--- src/rtl/eepw_pkg.sv ---
package eepw_pkg;

  typedef enum logic [2:0] {
    ST_IDLE, ST_PREFIX, ST_LOAD, ST_WRITE, ST_SETTLE, ST_POLL, ST_GUARD
  } seq_state_t;

  typedef enum logic [1:0] {
    PH_IDLE, PH_SETUP, PH_STROBE, PH_HOLD
  } bus_phase_t;

  localparam logic [1:0] LAST_STEP = 2'd2;

  // unlock/command prefix: the order is part of the device protocol
  function automatic logic [15:0] prefix_addr(input logic [1:0] step);
    case (step)
      2'd1:    return 16'h2AAA;
      default: return 16'h5555;
    endcase
  endfunction

  function automatic logic [7:0] prefix_data(input logic [1:0] step);
    case (step)
      2'd0:    return 8'hAA;
      2'd1:    return 8'h55;
      default: return 8'hA0;
    endcase
  endfunction

endpackage

--- src/rtl/eepw_bus_cycle.sv ---
module eepw_bus_cycle
  import eepw_pkg::*;
#(
  parameter int AW = 18,
  parameter int PW = 4
) (
  input  logic          clk,
  input  logic          rst_n,
  input  logic          go_i,
  input  logic          rd_i,
  input  logic [AW-1:0] addr_i,
  input  logic [7:0]    wdata_i,
  input  logic [PW-1:0] pulse_i,
  input  logic [7:0]    dq_i,
  output logic          idle_o,
  output logic          fin_o,
  output logic [7:0]    rdata_o,
  output logic [AW-1:0] bus_addr_o,
  output logic [7:0]    bus_dq_o,
  output logic          bus_dq_oe_o,
  output logic          ce_n_o,
  output logic          we_n_o,
  output logic          oe_n_o
);

  bus_phase_t    phase;
  logic [PW-1:0] left;
  logic [AW-1:0] addr_q;
  logic [7:0]    data_q;
  logic [7:0]    rdata_q;
  logic          rd_q;

  always_ff @(posedge clk) begin
    if (!rst_n) begin
      phase   <= PH_IDLE;
      left    <= '0;
      addr_q  <= '0;
      data_q  <= '0;
      rdata_q <= '0;
      rd_q    <= 1'b0;
    end else begin
      case (phase)
        PH_IDLE: if (go_i) begin
          addr_q <= addr_i;
          data_q <= wdata_i;
          rd_q   <= rd_i;
          phase  <= PH_SETUP;
        end
        PH_SETUP: begin
          left  <= (pulse_i == '0) ? '0 : pulse_i - 1'b1;
          phase <= PH_STROBE;
        end
        PH_STROBE: begin
          if (left == '0) begin
            phase <= PH_HOLD;
            if (rd_q) rdata_q <= dq_i;
          end else begin
            left <= left - 1'b1;
          end
        end
        default: phase <= PH_IDLE;
      endcase
    end
  end

  assign idle_o      = (phase == PH_IDLE);
  assign fin_o       = (phase == PH_HOLD);
  assign rdata_o     = rdata_q;
  assign bus_addr_o  = addr_q;
  assign bus_dq_o    = data_q;
  assign bus_dq_oe_o = (phase != PH_IDLE) && !rd_q;
  assign ce_n_o      = (phase != PH_STROBE);
  assign we_n_o      = !((phase == PH_STROBE) && !rd_q);
  assign oe_n_o      = !((phase == PH_STROBE) && rd_q);

  assert_strobe_excl_R5: assert property (@(posedge clk) disable iff (!rst_n)
    !(!we_n_o && !oe_n_o));
  assert_setup_R5: assert property (@(posedge clk) disable iff (!rst_n)
    $fell(ce_n_o) |-> $stable(bus_addr_o) && $stable(bus_dq_o));
  assert_hold_R5: assert property (@(posedge clk) disable iff (!rst_n)
    $rose(ce_n_o) |-> $stable(bus_addr_o) && $stable(bus_dq_o));
  assert_strobe_addr_R5: assert property (@(posedge clk) disable iff (!rst_n)
    (!ce_n_o && $past(!ce_n_o)) |-> $stable(bus_addr_o));
  assert_read_float_R5: assert property (@(posedge clk) disable iff (!rst_n)
    !oe_n_o |-> !bus_dq_oe_o);

endmodule

--- src/rtl/eepw_delay.sv ---
module eepw_delay #(
  parameter int unsigned SHORT_CYC = 1000,
  parameter int unsigned LONG_CYC  = 10000
) (
  input  logic clk,
  input  logic rst_n,
  input  logic start_i,
  input  logic long_i,
  output logic fin_o
);

  localparam int unsigned CW = $clog2(LONG_CYC + 1);

  logic [CW-1:0] cnt;
  logic          run;

  always_ff @(posedge clk) begin
    if (!rst_n) begin
      cnt <= '0;
      run <= 1'b0;
    end else if (start_i) begin
      cnt <= long_i ? CW'(LONG_CYC - 1) : CW'(SHORT_CYC - 1);
      run <= 1'b1;
    end else if (run) begin
      if (cnt == '0) run <= 1'b0;
      else           cnt <= cnt - 1'b1;
    end
  end

  assign fin_o = run && (cnt == '0);

  assert_delay_once_R6: assert property (@(posedge clk) disable iff (!rst_n)
    fin_o |=> !fin_o);

endmodule

--- src/rtl/eeprom_page_writer.sv ---
module eeprom_page_writer
  import eepw_pkg::*;
#(
  parameter int          AW        = 18,
  parameter int          PW        = 4,
  parameter int unsigned PAGE      = 128,
  parameter int unsigned CLK_HZ    = 50_000_000,
  parameter int unsigned MAX_POLLS = 32'h07FF_FFFF
) (
  input  logic          clk,
  input  logic          rst_n,
  input  logic          start_i,
  input  logic          protect_i,
  input  logic          poll_mode_i,
  input  logic [AW-1:0] base_addr_i,
  input  logic [PW-1:0] strobe_len_i,
  input  logic          src_valid_i,
  input  logic [7:0]    src_data_i,
  output logic          src_ready_o,
  output logic          busy_o,
  output logic          done_o,
  output logic          timeout_o,
  output logic          align_err_o,
  output logic [AW-1:0] ee_addr_o,
  output logic [7:0]    ee_dq_o,
  output logic          ee_dq_oe_o,
  input  logic [7:0]    ee_dq_i,
  output logic          ee_ce_n_o,
  output logic          ee_we_n_o,
  output logic          ee_oe_n_o
);

  localparam int unsigned CW         = $clog2(PAGE);
  localparam int unsigned PCW        = $clog2(MAX_POLLS + 1);
  localparam int unsigned SETTLE_CYC = CLK_HZ / 1000;
  localparam int unsigned GUARD_CYC  = CLK_HZ / 100;

  seq_state_t     state;
  logic [1:0]     step;
  logic [CW-1:0]  byte_idx;
  logic [AW-1:0]  base_q, last_addr, write_addr;
  logic [7:0]     byte_q, last_data, prev_rd;
  logic           mode_q, prot_q, ref_pending;
  logic [PCW-1:0] poll_cnt;
  logic           tmr_start, tmr_long, tmr_fin;
  logic           done_q, to_q, err_q;

  logic           bus_go, bus_rd, bus_idle, bus_fin;
  logic [AW-1:0]  bus_addr;
  logic [7:0]     bus_wdata, bus_rdata;
  logic           misaligned, poll_hit, last_poll;

  assign misaligned = |base_addr_i[CW-1:0];
  assign write_addr = base_q + AW'(byte_idx);
  assign poll_hit   = mode_q ? ~|((bus_rdata ^ last_data) & 8'h80)
                             : ~|((bus_rdata ^ prev_rd) & 8'h40);
  assign last_poll  = (poll_cnt == PCW'(MAX_POLLS - 1));

  always_comb begin
    bus_addr  = last_addr;
    bus_wdata = byte_q;
    bus_rd    = 1'b0;
    case (state)
      ST_PREFIX: begin
        bus_addr  = AW'(prefix_addr(step));
        bus_wdata = prefix_data(step);
      end
      ST_WRITE: bus_addr = write_addr;
      ST_POLL:  bus_rd   = 1'b1;
      default: ;
    endcase
  end

  assign bus_go = bus_idle &&
                  (state == ST_PREFIX || state == ST_WRITE || state == ST_POLL);

  always_ff @(posedge clk) begin
    if (!rst_n) begin
      state       <= ST_IDLE;
      step        <= '0;
      byte_idx    <= '0;
      base_q      <= '0;
      last_addr   <= '0;
      byte_q      <= '0;
      last_data   <= '0;
      prev_rd     <= '0;
      mode_q      <= 1'b0;
      prot_q      <= 1'b0;
      ref_pending <= 1'b0;
      poll_cnt    <= '0;
      tmr_start   <= 1'b0;
      tmr_long    <= 1'b0;
      done_q      <= 1'b0;
      to_q        <= 1'b0;
      err_q       <= 1'b0;
    end else begin
      tmr_start <= 1'b0;
      done_q    <= 1'b0;
      to_q      <= 1'b0;
      err_q     <= 1'b0;
      case (state)
        ST_IDLE: begin
          step <= '0;
          if (start_i) begin
            if (misaligned) begin
              err_q <= 1'b1;
            end else begin
              state  <= ST_PREFIX;
              base_q <= base_addr_i;
              mode_q <= poll_mode_i;
              prot_q <= 1'b0;
            end
          end else if (protect_i) begin
            state  <= ST_PREFIX;
            prot_q <= 1'b1;
          end
        end
        ST_PREFIX: if (bus_fin) begin
          if (step == LAST_STEP) begin
            byte_idx <= '0;
            if (prot_q) begin
              state     <= ST_GUARD;
              tmr_start <= 1'b1;
              tmr_long  <= 1'b1;
            end else begin
              state <= ST_LOAD;
            end
          end else begin
            step <= step + 1'b1;
          end
        end
        ST_LOAD: if (src_valid_i) begin
          byte_q <= src_data_i;
          state  <= ST_WRITE;
        end
        ST_WRITE: if (bus_fin) begin
          last_addr <= write_addr;
          last_data <= byte_q;
          if (byte_idx == CW'(PAGE - 1)) begin
            state     <= ST_SETTLE;
            tmr_start <= 1'b1;
            tmr_long  <= 1'b0;
          end else begin
            byte_idx <= byte_idx + 1'b1;
            state    <= ST_LOAD;
          end
        end
        ST_SETTLE: if (tmr_fin) begin
          state       <= ST_POLL;
          poll_cnt    <= '0;
          ref_pending <= !mode_q;
        end
        ST_POLL: if (bus_fin) begin
          prev_rd <= bus_rdata;
          if (ref_pending) begin
            ref_pending <= 1'b0;
          end else if (poll_hit) begin
            state  <= ST_IDLE;
            done_q <= 1'b1;
          end else if (last_poll) begin
            state <= ST_IDLE;
            to_q  <= 1'b1;
          end else begin
            poll_cnt <= poll_cnt + 1'b1;
          end
        end
        ST_GUARD: if (tmr_fin) begin
          state  <= ST_IDLE;
          done_q <= 1'b1;
        end
        default: state <= ST_IDLE;
      endcase
    end
  end

  eepw_bus_cycle #(.AW(AW), .PW(PW)) u_bus (
    .clk(clk), .rst_n(rst_n), .go_i(bus_go), .rd_i(bus_rd),
    .addr_i(bus_addr), .wdata_i(bus_wdata), .pulse_i(strobe_len_i),
    .dq_i(ee_dq_i), .idle_o(bus_idle), .fin_o(bus_fin), .rdata_o(bus_rdata),
    .bus_addr_o(ee_addr_o), .bus_dq_o(ee_dq_o), .bus_dq_oe_o(ee_dq_oe_o),
    .ce_n_o(ee_ce_n_o), .we_n_o(ee_we_n_o), .oe_n_o(ee_oe_n_o)
  );

  eepw_delay #(.SHORT_CYC(SETTLE_CYC), .LONG_CYC(GUARD_CYC)) u_delay (
    .clk(clk), .rst_n(rst_n), .start_i(tmr_start), .long_i(tmr_long),
    .fin_o(tmr_fin)
  );

  assign src_ready_o = (state == ST_LOAD);
  assign busy_o      = (state != ST_IDLE);
  assign done_o      = done_q;
  assign timeout_o   = to_q;
  assign align_err_o = err_q;

  assert_ready_busy_R4: assert property (@(posedge clk) disable iff (!rst_n)
    src_ready_o |-> busy_o && ee_ce_n_o);
  assert_align_quiet_R2: assert property (@(posedge clk) disable iff (!rst_n)
    align_err_o |-> !busy_o && ee_ce_n_o);
  assert_end_flags_R11: assert property (@(posedge clk) disable iff (!rst_n)
    (done_o || timeout_o) |-> !busy_o && $past(busy_o));
  assert_one_end_R9: assert property (@(posedge clk) disable iff (!rst_n)
    !(done_o && timeout_o));
  assert_poll_bound_R9: assert property (@(posedge clk) disable iff (!rst_n)
    poll_cnt < PCW'(MAX_POLLS));
  assert_protect_no_read_R10: assert property (@(posedge clk) disable iff (!rst_n)
    (busy_o && prot_q) |-> ee_oe_n_o);

endmodule

--- config.mk ---
export PLATFORM = sky130hd
export DESIGN_NAME = eeprom_page_writer
export DESIGN_NICKNAME = d
export VERILOG_FILES = /design/src/rtl/eepw_pkg.sv /design/src/rtl/eepw_bus_cycle.sv /design/src/rtl/eepw_delay.sv /design/src/rtl/eeprom_page_writer.sv
export SDC_FILE = /design/constraint.sdc
export NUM_CORES = 1
export LEC_CHECK = 0
export ABC_AREA = 1
export BUFFER_PORTS_ARGS = -buffer_cell sky130_fd_sc_hd__buf_2
export CAP_MARGIN = 30
export CORE_MARGIN = 3
export CORE_UTILIZATION = 30
export CTS_CLUSTER_SIZE = 40
export DETAILED_ROUTE_END_ITERATION = 8
export GPL_TIMING_DRIVEN = 0
export SYNTH_ARGS = -nofsm -noshare
export SYNTH_HDL_FRONTEND = slang
export SYNTH_SLANG_ARGS = --single-unit
--- constraint.sdc ---
create_clock -name clk -period 4.6 [get_ports clk]
set_input_delay 0.46 -clock clk [delete_from_list [all_inputs] [get_ports clk]]
set_output_delay 0.46 -clock clk [all_outputs]
set_load 0.01 [all_outputs]
# Yosys cells after proc, flatten, opt, wreduce, memory -nomap -nowiden
# Index checks and enable logic that the tools add are counted.
# classes
n_eq_ne	36
mux	74
add_sub_neg	7
n_reduce_logical	46
bitwise_logic	6
# ops
cell	n
two-way mux 27 bit	5
two-way mux 19 bit	4
case mux 27 bit (2 select lines)	1
two-way mux 3 bit	15
case mux 18 bit (2 select lines)	1
!= test 2 bit, second input constant	17
two-way mux 7 bit	4
adder 27 x 1 -> 27 bit, second input constant	1
== test 27 bit, second input constant	1
two-way mux 1 bit	26
case mux 3 bit (7 select lines)	1
logical NOT 19 bit	1
subtractor 19 x 1 -> 19 bit, second input constant	1
adder 18 x 7 -> 18 bit	1
AND reduction 3 bit	6
case mux 8 bit (2 select lines)	1
two-way mux 15 bit	1
case mux 7 bit (2 select lines)	1
AND reduction 2 bit	7
nonzero test 2 bit	7
AND reduction 6 bit	2
AND reduction 11 bit	1
== test 3 bit, second input constant	3
!= test 3 bit, second input constant	3
other kinds (29)	58
# word_totals
inputBits	44
elab_cells	194
output_inout_bits	35
register_bits	167

# Logic depth before layout (Yosys ltp)
# logic_depth
ltp_word	7
depth_mapped	14
ltp_nobuf	14

# Hierarchy
# From an unflattened synthesis, not the netlist that was laid out.
# unflattened
cells_unflattened	1369
hier_area_um2	8779.7
# by_module_without_submodules
module	seq_area_each_um2	cells_each	instances	area_per_inst_um2
eeprom_page_writer	1861.8	916	1	5664.2
eepw_bus_cycle	820.8	238	1	1780.5
eepw_delay	400.4	215	1	1335.0

# Worst setup path before layout
# Ideal clock, no wire load.
# synth_timing
kind	reg2reg
start	reg byte_idx[0]
end	reg last_addr[8]
synth_period_minus_slack_ns	1.847
required_ns	4.484
arrival_ns	1.731
path_slack_ns	2.753
setup_time_ns	0.116
n_path_buf	0
stages_incl_launch_ff	13
cell_sequence	dfxtp_1 -> ha_1 -> fa_1 -> nand2_1 -> nand2_1 -> nand2_1 -> inv_1 -> nand2_1 -> nand2_1 -> nor2_1 -> o21ai_0 -> o211ai_1 -> inv_1
# synth_via
elab_chain_cells	1
# synth_lines
element	line_no	source
start: declaration	eeprom_page_writer.sv:40	logic [CW-1:0] byte_idx;
start signal: assignment	eeprom_page_writer.sv:144	byte_idx <= byte_idx + 1'b1;
adder 18 x 7 -> 18 bit	eeprom_page_writer.sv:54	assign write_addr = base_q + AW'(byte_idx);
end signal: assignment	eeprom_page_writer.sv:137	last_addr <= write_addr;
end: declaration	eeprom_page_writer.sv:41	logic [AW-1:0] base_q, last_addr, write_addr;
# Every way passes these cells.
# A chain may end at the register's enable or synchronous reset.

# Final worst setup path
# layout_timing
start	reg byte_idx[0]
end	reg u_bus.addr_q[16] (netlist: u_bus.bus_addr_o[16])
# layout_via
elab_chain_cells	2
# layout_lines
element	line_no	source
adder 18 x 7 -> 18 bit	eeprom_page_writer.sv:54	
case mux 18 bit (2 select lines)	eeprom_page_writer.sv:63	case (state)
end signal: assignment	eepw_bus_cycle.sv:44	addr_q <= addr_i;
end: declaration	eepw_bus_cycle.sv:28	logic [AW-1:0] addr_q;
# Every way passes these cells.

==> metrics <==
Slew @ Worst Pin 0.819 ns; RR Endpoint u_bus.bus_addr_o[16]; Post-DP Area 9010 um^2; RSZ-0062 raised after global routing no; count of buffers from port buffering 72; register share of total power 0.364; Crit-path slowest cell fa_1; Max VDD drop 0.000207 V; Post-CTS Setup Inserts 0; Final ANT Viol Nets 0; # DRC 0; Register-to-Register Path Depth 12; Clock power frac 0.364; Fmax achieved 439 MHz; CP Data Required Time 4.93 ns; critical-path cell list ha_1 > fa_1 > nand2_1 > nand2_1 > nand2_1 > inv_1 > nand2_1 > nand2_1 > nand3_1 > nand2_1 > a21oi_1 > nor2_1; first-pass GRT wire length 38800 um; Synth area leader dfxtp_1; Worst slew margin 0.454; CTS resizes 0; Crit path arrival time 2.60 ns; vias 8150; Main synth FF type dfxtp_1; Final min period 2.28 ns; worst hold endpoint byte_q[5]; Syn Inst Count 1232; top post-synthesis cells by area dfxtp_1 36%, nand2_1 14%, nor2_1 7.5%, a21oi_1 6.5%, inv_1 5.4%; status completed; Seq cells post-synth 148; all-layer global routing usage 0.164; leak pwr 4.16 nW; hpwl dp 17900 um; die height 172 um; Synthesized Nets 1299; clock-pin slew on the worst setup and hold paths 0.07 ns; die extent in x 172 um; final setup vio count 0; row count 59; Worst setup EP type flop; Top Ports 79; Hold/Removal Path Class primary input to flop; core region area 26500 um^2; Max Slew Vio Count 0; Syn Std Cell Area 8230 um^2; sequential element share of the synthesized area 0.360; CTS sink cnt 148; Mapped Avg Cell Area 6.68 um^2; area fraction of the dominant cell type after synthesis 0.360; synth unique cells 46; number of synthesized flops with an enable pin 0; switching power total 1.52 mW; Warnings, synthesis 0; CTS Buf Count 17; share of layout cells above drive strength 1 0.138; Clock Skew 0.0149 ns; n_diodes 0; CTS root buf clkbuf_16; commonest non-fill, non-tap cells in the layout 303 x nand2_1, 165 x nor2_1, 148 x dfxtp_1, 119 x inv_1, 107 x a21oi_1; dpl cells 1639; Layout Nets 1390; most common cell after layout, fill and taps aside nand2_1; Register-to-Register Setup Slack 2.32 ns; Most Frequent Cell on Critical Path nand2_1; sw frac 0.362; GP Congestion 0.885; async set-or-reset flop fraction in the synthesized netlist 0; Pwr Density 435 nW/um^2; Setup TNS Final 0 ns; Final Hold Fails 0; vias in the first global route 7718; average vias per placed instance 4.88; DR iter-0 viols 492; area grow syn2layout 17.2%; crit path launch type flop; Int Pwr 2.68 mW; CP peak stage delay 0.41 ns; CTS max path bufs 2; DRT Pass-1 Iters 6; maxcap violations 0; Worst Path Max Fanout 7; WL per Instance 14.3 um; Post-CTS Hold Fix Bufs 0; initial antenna violation count 0; period utilization 0.495; CTS tree done; Finished Layout Cells 1671; drt total wl 23900 um; FF-to-FF Start byte_idx[0]; WHS Path Cells 3; Initial Util 0.311; final hold slack 0.246 ns; fillers 2835; Clk Latency, worst-skew pair 0.44 ns; Total Power 4.20 mW; Worst Setup SP byte_idx[0]; grt ovf 0; Comb power frac 0.272; kind of critical path flop to flop; die area 29500 um^2; HP Start src_data_i[5]; largest net degree at the start of global routing 17; H-tree depth 4; design area 9640 um^2
sequential cells by signal (all words and copies together) (netlist names), 2 cells and up:
signal and cells:
u_bus.bus_addr_o 18, u_bus.left 4, step 2, u_bus.bus_dq_o 8, byte_q 8, last_addr 18, u_bus.rdata_o 2, poll_cnt 27
base_q 18, u_bus.phase 2, u_delay.cnt 19, byte_idx 7, state 3
synth_stat cells, drive strengths merged, types with 12 or more instances:
master and count:
a21oi 128, buf 13, clkbuf 26, dfxtp 148, ha 22, inv 126
nand2 326, nand3 83, nand4 12, nor2 173, nor3 14, o21ai 77
xnor2 13, xor2 18
metal layers:
metal | GRT usage | wire length, um | up-vias
met3 | 0.0324 | 1100 | 34
met2 | 0.277 | 11300 | 207
met1 | 0.212 | 11200 | 3730
met4 | 0.0444 | 388 | 0
met5 | 0 | 0 | -
li1 | - | - | 4179
through the flow:
step | util | setup WS, ns
after floorplan | - | 2.75
after global placement | 0.340 | 2.40
final | 0.364 | 2.32
after global routing | 0.364 | 2.15
after CTS | 0.364 | 2.37
after detailed placement | 0.340 | 2.38
cell type report:
class	count	area, um^2	share of cell area
Clock inverter	15	209	0.0217
Inverter	130	494	0.0513
Tap cell	335	419	0.0435
Multi-Input combinational cell	915	4570	0.474
Clock buffer	17	425	0.0441
Buffer	39	198	0.0205
Sequential cell	148	2960	0.307
Timing Repair Buffer	72	360	0.0374
worst max-delay path, delay by kind of cell (launching register included):
family          cells  cell delay, ns
simple gates        8            0.84
fa+ha+maj           2            0.66
flops               1            0.36
compound gates      1            0.24
buf+inv             1            0.07
worst max-delay path by stage:
stage	endpoint	slack, ns	depth (start not counted)
final	u_bus.bus_addr_o[16]	2.32	12
after global routing	u_bus.bus_addr_o[16]	2.15	12
after CTS	u_bus.bus_addr_o[16]	2.37	12
after detailed placement	u_bus.bus_addr_o[16]	2.38	12
after global placement	u_bus.bus_addr_o[16]	2.40	12
after floorplan	last_addr[8]	2.75	12
logic make-up after synthesis:
group | synth area share
adder cells (fa/ha/maj) | 0.0359
AND/OR/NAND/NOR | 0.319
AO/OA/AOI/OAI | 0.168
flip-flops | 0.360
buffers and inverters | 0.0841
XOR/XNOR | 0.0330
power groups by stage:
stage,Clock (mW),Combinational [mW],Sequential [mW]
2_1_floorplan,0,0.747,1.56
5_1_grt,1.59,1.28,1.55
6_report,1.53,1.14,1.53
4_1_cts,1.54,1.15,1.53
3_3_place_gp,0,1.13,1.55
3_5_place_dp,0,1.14,1.55
No activity file was read; power rests on OpenSTA's default activity.
